[src/rtl/xport_pkg.sv]
`timescale 1ns/1ps
// Shared definitions for the expansion port: register offsets and the
// bus-cycle sequencer state encoding.
package xport_pkg;

    localparam logic [2:0] RA_CTRL = 3'd0;
    localparam logic [2:0] RA_DIR  = 3'd1;
    localparam logic [2:0] RA_OUT  = 3'd2;
    localparam logic [2:0] RA_IN   = 3'd3;
    localparam logic [2:0] RA_ADDR = 3'd4;
    localparam logic [2:0] RA_DATA = 3'd5;
    localparam logic [2:0] RA_CMD  = 3'd6;
    localparam logic [2:0] RA_STRB = 3'd7;

    typedef enum logic [2:0] {
        SQ_IDLE = 3'd0,
        SQ_ADDR = 3'd1,
        SQ_ALE  = 3'd2,
        SQ_HOLD = 3'd3,
        SQ_STRB = 3'd4
    } sq_state_e;

endpackage

[src/rtl/xport_sync.sv]
`timescale 1ns/1ps
// Two-flop synchronizer for the pad levels.
// Assumes: every bit may change at any time relative to clk; the bits are
// not related to one another, so no coherence across bits is given.
module xport_sync #(
    parameter int W = 11
) (
    input  logic         clk,
    input  logic         rst_n,
    input  logic [W-1:0] d_async,
    output logic [W-1:0] d_sync
);

    logic [W-1:0] stage1_q;
    logic [W-1:0] stage2_q;

    // Purpose: pass the raw pad levels through two flops.
    always_ff @(posedge clk) begin
        if (!rst_n) begin
            stage1_q <= '0;
            stage2_q <= '0;
        end else begin
            stage1_q <= d_async;
            stage2_q <= stage1_q;
        end
    end

    assign d_sync = stage2_q;

endmodule

[src/rtl/xport_regs.sv]
`timescale 1ns/1ps
// Host register file for the expansion port.
// Holds mode, pin direction/output, bus address/data and strobe length,
// gates bus-cycle launch, and defers a mode change until the sequencer
// is idle. Assumes: single-cycle host writes, combinational reads.
module xport_regs
    import xport_pkg::*;
#(
    parameter int NP  = 11,
    parameter int ADW = 8,
    parameter int SW  = 4,
    parameter int HDW = 16
) (
    input  logic           clk,
    input  logic           rst_n,
    input  logic           host_we,
    input  logic [2:0]     host_addr,
    input  logic [HDW-1:0] host_wdata,
    output logic [HDW-1:0] host_rdata,
    input  logic [NP-1:0]  in_sync,
    input  logic           busy,
    input  logic           cap_en,
    input  logic [ADW-1:0] cap_data,
    output logic           mode,
    output logic [NP-1:0]  dir,
    output logic [NP-1:0]  out,
    output logic [ADW-1:0] bus_addr,
    output logic [ADW-1:0] bus_data,
    output logic [SW-1:0]  strb_len,
    output logic           start,
    output logic           start_wr
);

    logic           mode_req_q;
    logic           mode_q;
    logic [NP-1:0]  dir_q;
    logic [NP-1:0]  out_q;
    logic [ADW-1:0] addr_q;
    logic [ADW-1:0] data_q;
    logic [SW-1:0]  strb_q;
    logic           unused_wbits;

    assign unused_wbits = ^host_wdata[HDW-1:NP];

    // Purpose: host writes, read-data capture and deferred mode update.
    always_ff @(posedge clk) begin
        if (!rst_n) begin
            mode_req_q <= 1'b0;
            mode_q     <= 1'b0;
            dir_q      <= '0;
            out_q      <= '0;
            addr_q     <= '0;
            data_q     <= '0;
            strb_q     <= '0;
        end else begin
            if (host_we) begin
                case (host_addr)
                    RA_CTRL: mode_req_q <= host_wdata[0];
                    RA_DIR:  dir_q      <= host_wdata[NP-1:0];
                    RA_OUT:  out_q      <= host_wdata[NP-1:0];
                    RA_ADDR: addr_q     <= host_wdata[ADW-1:0];
                    RA_DATA: data_q     <= host_wdata[ADW-1:0];
                    RA_STRB: strb_q     <= host_wdata[SW-1:0];
                    default: ;
                endcase
            end
            if (cap_en) begin
                data_q <= cap_data;
            end
            if (!busy) begin
                mode_q <= mode_req_q;
            end
        end
    end

    // Purpose: launch a bus cycle only in bus mode with the sequencer idle.
    always_comb begin
        start    = host_we && (host_addr == RA_CMD) && mode_q && !busy;
        start_wr = host_wdata[0];
    end

    // Purpose: combinational register read-back.
    always_comb begin
        host_rdata = '0;
        case (host_addr)
            RA_CTRL: host_rdata[0]        = mode_q;
            RA_DIR:  host_rdata[NP-1:0]   = dir_q;
            RA_OUT:  host_rdata[NP-1:0]   = out_q;
            RA_IN:   host_rdata[NP-1:0]   = in_sync;
            RA_ADDR: host_rdata[ADW-1:0]  = addr_q;
            RA_DATA: host_rdata[ADW-1:0]  = data_q;
            RA_CMD:  host_rdata[0]        = busy;
            RA_STRB: host_rdata[SW-1:0]   = strb_q;
            default: host_rdata           = '0;
        endcase
    end

    assign mode     = mode_q;
    assign dir      = dir_q;
    assign out      = out_q;
    assign bus_addr = addr_q;
    assign bus_data = data_q;
    assign strb_len = strb_q;

    // leaving reset, mode and pin registers are cleared.
    p_reset_clear_r1: assert property (@(posedge clk) disable iff (!rst_n)
        $rose(rst_n) |-> (!mode_q && dir_q == '0 && out_q == '0));

    // the effective mode never changes across a busy clock.
    p_mode_hold_r9: assert property (@(posedge clk) disable iff (!rst_n)
        busy |=> (mode_q == $past(mode_q)));

endmodule

[src/rtl/xport_seq.sv]
`timescale 1ns/1ps
// Bus-cycle sequencer for multiplexed address/data mode.
// Runs address, latch-high, latch-low hold, then N strobe clocks; captures
// read data on the last strobe clock. Assumes start only arrives when idle.
module xport_seq
    import xport_pkg::*;
#(
    parameter int ADW = 8,
    parameter int SW  = 4
) (
    input  logic           clk,
    input  logic           rst_n,
    input  logic           start,
    input  logic           start_wr,
    input  logic [ADW-1:0] bus_addr,
    input  logic [ADW-1:0] bus_data,
    input  logic [SW-1:0]  strb_len,
    input  logic [ADW-1:0] pad_ad_in,
    output logic           busy,
    output logic           ad_oe,
    output logic [ADW-1:0] ad_out,
    output logic           ale,
    output logic           rd_n,
    output logic           wr_n,
    output logic           cap_en,
    output logic [ADW-1:0] cap_data
);

    sq_state_e      state_q;
    logic           is_wr_q;
    logic [ADW-1:0] addr_q;
    logic [ADW-1:0] data_q;
    logic [SW-1:0]  cnt_q;
    logic [SW-1:0]  len_m1;

    // Purpose: strobe clocks minus one, a zero length counting as one.
    assign len_m1 = (strb_len == '0) ? '0 : SW'(strb_len - 1'b1);

    // Purpose: phase progression and strobe counting.
    always_ff @(posedge clk) begin
        if (!rst_n) begin
            state_q <= SQ_IDLE;
            is_wr_q <= 1'b0;
            addr_q  <= '0;
            data_q  <= '0;
            cnt_q   <= '0;
        end else begin
            case (state_q)
                SQ_IDLE: if (start) begin
                    state_q <= SQ_ADDR;
                    is_wr_q <= start_wr;
                    addr_q  <= bus_addr;
                    data_q  <= bus_data;
                    cnt_q   <= len_m1;
                end
                SQ_ADDR: state_q <= SQ_ALE;
                SQ_ALE:  state_q <= SQ_HOLD;
                SQ_HOLD: state_q <= SQ_STRB;
                SQ_STRB: begin
                    if (cnt_q == '0) begin
                        state_q <= SQ_IDLE;
                    end else begin
                        cnt_q <= cnt_q - 1'b1;
                    end
                end
                default: state_q <= SQ_IDLE;
            endcase
        end
    end

    // Purpose: decode pin controls from the current phase.
    always_comb begin
        busy     = (state_q != SQ_IDLE);
        ale      = (state_q == SQ_ALE);
        rd_n     = !((state_q == SQ_STRB) && !is_wr_q);
        wr_n     = !((state_q == SQ_STRB) && is_wr_q);
        ad_oe    = (state_q == SQ_ADDR) || (state_q == SQ_ALE) ||
                   (state_q == SQ_HOLD) || ((state_q == SQ_STRB) && is_wr_q);
        ad_out   = (state_q == SQ_STRB) ? data_q : addr_q;
        cap_en   = (state_q == SQ_STRB) && !is_wr_q && (cnt_q == '0);
        cap_data = pad_ad_in;
    end

    // a launch puts the address on the bus with all strobes idle.
    p_launch_addr_r5: assert property (@(posedge clk) disable iff (!rst_n)
        start |=> (busy && ad_oe && !ale && rd_n && wr_n));

    // after the latch pulse falls the address is still held.
    p_hold_after_ale_r5: assert property (@(posedge clk) disable iff (!rst_n)
        $fell(ale) |-> (ad_oe && rd_n && wr_n));

    // write strobe only with data driven.
    p_wr_drives_r5: assert property (@(posedge clk) disable iff (!rst_n)
        !wr_n |-> ad_oe);

    // read strobe only with the data lines released.
    p_rd_floats_r11: assert property (@(posedge clk) disable iff (!rst_n)
        !rd_n |-> !ad_oe);

    // capture is the last strobe clock; the cycle ends right after.
    p_cap_last_r6: assert property (@(posedge clk) disable iff (!rst_n)
        cap_en |=> (rd_n && !busy));

endmodule

[src/rtl/xport_pinmux.sv]
`timescale 1ns/1ps
// Pad multiplexer: per pin, selects general-purpose direction/data or the
// bus role (address/data, latch pulse, read strobe, write strobe).
// Assumes NP == ADW + 3, control pins directly above the data pins.
module xport_pinmux #(
    parameter int NP  = 11,
    parameter int ADW = 8
) (
    input  logic           mode,
    input  logic [NP-1:0]  dir,
    input  logic [NP-1:0]  out,
    input  logic           ad_oe,
    input  logic [ADW-1:0] ad_out,
    input  logic           ale,
    input  logic           rd_n,
    input  logic           wr_n,
    output logic [NP-1:0]  pad_oe,
    output logic [NP-1:0]  pad_out
);

    logic [NP-1:0] bus_oe;
    logic [NP-1:0] bus_out;

    // Purpose: assemble the bus-mode view of all pins.
    always_comb begin
        bus_oe  = {3'b111, {ADW{ad_oe}}};
        bus_out = {wr_n, rd_n, ale, ad_out};
    end

    for (genvar gi = 0; gi < NP; gi++) begin : g_pin
        // Purpose: per-pin selection between the two modes.
        assign pad_oe[gi]  = mode ? bus_oe[gi]  : dir[gi];
        assign pad_out[gi] = mode ? bus_out[gi] : out[gi];
    end

endmodule

[src/rtl/xport_ctrl.sv]
`timescale 1ns/1ps
// Top of the dual-mode expansion port.
// Ties together register file, pad synchronizer, bus sequencer and pad mux.
// Assumes an external tristate pad per pin using pad_oe / pad_out / pad_in.
module xport_ctrl #(
    parameter int ADW = 8,
    parameter int SW  = 4,
    parameter int HDW = 16
) (
    input  logic              clk,
    input  logic              rst_n,
    input  logic              host_we,
    input  logic [2:0]        host_addr,
    input  logic [HDW-1:0]    host_wdata,
    output logic [HDW-1:0]    host_rdata,
    input  logic [ADW+2:0]    pad_in,
    output logic [ADW+2:0]    pad_out,
    output logic [ADW+2:0]    pad_oe
);

    localparam int NPINS = ADW + 3;

    logic [NPINS-1:0] in_sync;
    logic             mode_eff;
    logic [NPINS-1:0] dir_r;
    logic [NPINS-1:0] out_r;
    logic [ADW-1:0]   bus_addr;
    logic [ADW-1:0]   bus_data;
    logic [SW-1:0]    strb_len;
    logic             start;
    logic             start_wr;
    logic             busy;
    logic             cap_en;
    logic [ADW-1:0]   cap_data;
    logic             ad_oe;
    logic [ADW-1:0]   ad_out;
    logic             ale;
    logic             rd_n;
    logic             wr_n;

    xport_sync #(.W(NPINS)) u_sync (
        .clk     (clk),
        .rst_n   (rst_n),
        .d_async (pad_in),
        .d_sync  (in_sync)
    );

    xport_regs #(.NP(NPINS), .ADW(ADW), .SW(SW), .HDW(HDW)) u_regs (
        .clk        (clk),
        .rst_n      (rst_n),
        .host_we    (host_we),
        .host_addr  (host_addr),
        .host_wdata (host_wdata),
        .host_rdata (host_rdata),
        .in_sync    (in_sync),
        .busy       (busy),
        .cap_en     (cap_en),
        .cap_data   (cap_data),
        .mode       (mode_eff),
        .dir        (dir_r),
        .out        (out_r),
        .bus_addr   (bus_addr),
        .bus_data   (bus_data),
        .strb_len   (strb_len),
        .start      (start),
        .start_wr   (start_wr)
    );

    xport_seq #(.ADW(ADW), .SW(SW)) u_seq (
        .clk       (clk),
        .rst_n     (rst_n),
        .start     (start),
        .start_wr  (start_wr),
        .bus_addr  (bus_addr),
        .bus_data  (bus_data),
        .strb_len  (strb_len),
        .pad_ad_in (pad_in[ADW-1:0]),
        .busy      (busy),
        .ad_oe     (ad_oe),
        .ad_out    (ad_out),
        .ale       (ale),
        .rd_n      (rd_n),
        .wr_n      (wr_n),
        .cap_en    (cap_en),
        .cap_data  (cap_data)
    );

    xport_pinmux #(.NP(NPINS), .ADW(ADW)) u_pinmux (
        .mode    (mode_eff),
        .dir     (dir_r),
        .out     (out_r),
        .ad_oe   (ad_oe),
        .ad_out  (ad_out),
        .ale     (ale),
        .rd_n    (rd_n),
        .wr_n    (wr_n),
        .pad_oe  (pad_oe),
        .pad_out (pad_out)
    );

    // in bus mode the three control pins are always driven.
    p_bus_ctl_driven_r4: assert property (@(posedge clk) disable iff (!rst_n)
        mode_eff |-> (pad_oe[NPINS-1:ADW] == '1));

endmodule

[config.mk]
export PLATFORM = sky130hd
export DESIGN_NAME = xport_ctrl
export DESIGN_NICKNAME = d
export VERILOG_FILES = /design/src/rtl/xport_pkg.sv /design/src/rtl/xport_sync.sv /design/src/rtl/xport_regs.sv /design/src/rtl/xport_seq.sv /design/src/rtl/xport_pinmux.sv /design/src/rtl/xport_ctrl.sv
export SDC_FILE = /design/constraint.sdc
export NUM_CORES = 1
export LEC_CHECK = 0
export BUFFER_PORTS_ARGS = -buffer_cell sky130_fd_sc_hd__buf_2
export CAP_MARGIN = 20
export CORE_MARGIN = 1
export CORE_UTILIZATION = 25
export CTS_BUF_LIST = sky130_fd_sc_hd__clkbuf_4 sky130_fd_sc_hd__clkbuf_8 sky130_fd_sc_hd__clkbuf_16
export DETAILED_ROUTE_END_ITERATION = 12
export SYNTH_ARGS = -nofsm -noshare
export SYNTH_HDL_FRONTEND = slang
export SYNTH_SLANG_ARGS = --single-unit
export TNS_END_PERCENT = 50
[constraint.sdc]
create_clock -name clk -period 2.3 [get_ports clk]
set_clock_uncertainty 0.1 [all_clocks]
set_input_delay 0.115 -clock clk [delete_from_list [all_inputs] [get_ports clk]]
set_output_delay 0.115 -clock clk [all_outputs]
set_load 0.02 [all_outputs]
==> metrics <==
status finished, final reports clean; worst setup path class flip-flop to primary output; core area between 15000 and 20000 um^2; Synth area leaders dfxtp_1 43%, mux2i_1 10%, nand2_1 6.4%, nor2_1 5.5%, a21oi_1 4.1%; sequential share of the synthesized area 43.2%; die area about 17000 um^2; CTS Sinks 90; initial antenna violation count 0; clk_lat worst skew between 300 and 400 ps; fraction of registers with async set/reset 0%; share of Yosys cell area claimed by the top area cell type 43.2%; Detailed Route Iter0 Violations between 200 and 300; n_diodes 0; Critical Path Start Type flip-flop; Detailed Place HPWL 8580 um; Worst EP arrival just over 2000 ps; part of the cycle the worst path needs a little over nine tenths; cell taking the most area after synthesis dfxtp_1; DIE HEIGHT ~130 um; Max-slew headroom about 59%; Starting Density between 20% and 30%; Hold/Removal Path Class input pin to flip-flop; Setup Fix Bufs, Post-CTS 0; area delta synth->final 26.4%; Boundary Pins just over 70; worst r2r src u_seq.state_q[0]$_SDFFE_PN0P_; Post-synth top flop dfxtp_1; Compound-Gate Fraction of Synth Area 13.9%; Port Buffers 60; Total Power ~3.4 mW; measured slew at the worst slew-check pin 607 ps; WP data required 2090 ps; layout cells sized above 1 a little under a quarter; gpl congestion 0.822; Final setup viols 0; first-pass GRT wire length slightly below 20000 um; FF-to-FF End u_regs.bus_data[3]$_SDFFE_PN0P_; global-route usage over all layers 14.4%; vias in the first global route between 3k and 4k; critical-path cell list or3_4 -> mux4_2 -> mux2_2 -> buf_4; combinational family with the most area after synthesis simple AND/OR/NAND/NOR gates; Critical Path Fanout Max 8; beginning of the critical path u_seq.state_q[0]$_SDFFE_PN0P_; Avg Inst Size Synth around 8.6 um^2; post-synthesis mux area share 14.4%; setup tns final 0 ps; nets 599; worst r2r path cells 4; Cell Pwr Density 643 nW/um^2; fin crit period between 2000 and 2500 ps; cell leakage power between 2 and 2.5 nW; DRC 0; H-tree depth 3; final setup margin between 40 and 50 ps; Worst Hold Depth 3; Cell variety after synth 47; Slew Viols, Final 0; number of flops mapped to enable cells by yosys 0; FMAX roughly 440 MHz; Min Hold Slack between 100 and 150 ps; crit path buf inv count 1; slowest cell on the critical path mux4_2; drt pass-1 iters 5; # rows 46; CTS Root Cell clkbuf_16; Synth top cells by count 90 x dfxtp_1, 71 x nand2_1, 61 x nor2_1; final core utilization 32.7%; synthesized area 4170 um^2; final WL ~12000 um; Die W 131 um; flop-to-flop setup slack 350 ps; cell with the most instances after synthesis dfxtp_1; largest net degree at the start of global routing 45; Levels on crit path 4; CTS tree done; synthesized flop and latch total 90; cts bufs inserted 9; Vias/cell 4.67; unrepaired setup endpoints after global routing no; Antenna Nets Post-Route 0; Crit path largest cell delay 450 ps; worst IR drop on VDD ~0.26 mV; via count roughly 3.7k; xor/xnor share of the synthesized area 0.210%; Max clock buf depth 2; Critical Path Sink host_rdata[0]; Yosys warnings 0; Max Cap Violations 0; Crit path max-delay family multiplexers; wire length per cell 15.6 um; Worst setup EP type primary output; final hold violations 0; Clk pin slew, worst setup/hold paths approximately 60 ps; Syn Inst Count roughly 500; gr ovfl total 0; Synth Area in Simple Gates 21.7%; pre-CTS setup slack roughly 380 ps; Adder-Cell Fraction of Synth Area 0.600%
==> how the worst min path moves through the flow <==
| stage | slack [ps] | endpoint | from |
|---|---|---|---|
| 3_3_place_gp | 230 | u_sync.stage1_q[8]$_SDFF_PN0_ | pad_in[8] |
| 4_1_cts | 120 | u_regs.bus_addr[6]$_SDFFE_PN0P_ | rst_n |
| 2_1_floorplan | 140 | u_sync.stage1_q[0]$_SDFF_PN0_ | pad_in[0] |
| 6_report | 120 | u_regs.bus_addr[6]$_SDFFE_PN0P_ | rst_n |
| 5_1_grt | 150 | u_regs.bus_addr[6]$_SDFFE_PN0P_ | rst_n |
| 3_5_place_dp | 220 | u_sync.stage1_q[8]$_SDFF_PN0_ | pad_in[8] |
==> repair_timing <==
item | 4_1_cts | 5_1_grt
hold buffers | 22 | 0
resized for setup | 0 | 4
endpoints found under the hold margin | 39 | 0
setup endpoints to repair | 0 | 8
==> logic make-up (layout without fill, tap and decap cells) <==
group	count (synthesis)	after routing
adders and majority gates	2	2
DFF	90	90
other	1	5
buffers and inverters	54	133
and+or+nand+nor	195	195
xor gates and xnor gates	1	1
muxes	55	55
AOI/OAI and AO/OA	88	88
==> per-layer routing <==
layer | global-route usage (%) | wire length (um) | vias to the layer above
li1 | - | - | 1800
met1 | 20.1 | 5860 | 1738
met2 | 22.0 | 5490 | 110
met3 | 2.74 | 578 | 19
met4 | 5.16 | 297 | 0
met5 | 0 | 0 | -
==> report_power, final <==
part           switching, mW  internal [mW]  total (mW)  leakage, nW
sequential            0.0188           1.59        1.61        0.731
combinational          0.175          0.125       0.300         1.35
clock                  0.616          0.862        1.48        0.142
==> final cells by class <==
cell class	instances	area, um^2
fill	1721	10800
multi-input combinational	346	2150
sequential	90	1800
timing repair buffer	106	719
tap	216	270
clock buffer	11	240
clock inverter	5	55.1
inverter	11	41.3
==> state kept, by name, indices dropped and copies added (netlist names), 3 cells and up <==
name and flops:
u_seq.data_q 8, u_regs.strb_len 4, u_seq.addr_q 8, u_seq.state_q 3
u_sync.d_sync 11, u_regs.dir 11, u_sync.stage1_q 11, u_regs.bus_data 8
u_regs.bus_addr 8, u_regs.out 11, u_seq.cnt_q 4
==> tightest hold or removal path, stage by stage <==
cell,delay (ps)
buf_2,100
inv_2,170
nor2_1,140
==> through the flow <==
step / cell area [um^2] / cells
6_report: 5270 / 785
5_1_grt: 5270 / 785
4_1_cts: 5260 / 785
3_5_place_dp: 4750 / 747
3_3_place_gp: 4750 / 747
2_1_floorplan: 4190 / 490
==> layout by cell type (no fill, tap or decap), types with 2 or more instances in the layout <==
| cell | instances |
|---|---|
| dfxtp_1 | 90 |
| nand2_1 | 71 |
| nor2_1 | 61 |
| buf_2 | 59 |
| mux2i_1 | 42 |
| a21oi_1 | 34 |
| and2_1 | 23 |
| buf_4 | 23 |
| dlygate4sd3_1 | 22 |
| o21ai_0 | 15 |
| inv_1 | 10 |
| mux2_2 | 10 |
| clkbuf_16 | 9 |
| a22oi_1 | 8 |
| a31oi_1 | 8 |
| a211oi_2 | 8 |
| nor2b_1 | 6 |
| nand3_1 | 6 |
| conb_1 | 5 |
| nand2b_1 | 4 |
| or2_2 | 4 |
| nor3_1 | 4 |
| o22ai_1 | 3 |
| mux4_2 | 3 |
| nor3b_1 | 3 |
| a221oi_1 | 2 |
| a221o_1 | 2 |
| nand3b_1 | 2 |
| and3_1 | 2 |
| ha_1 | 2 |
| clkinv_2 | 2 |
| clkbuf_4 | 2 |
| clkinvlp_4 | 2 |
No activity file was read; power rests on OpenSTA's default activity.
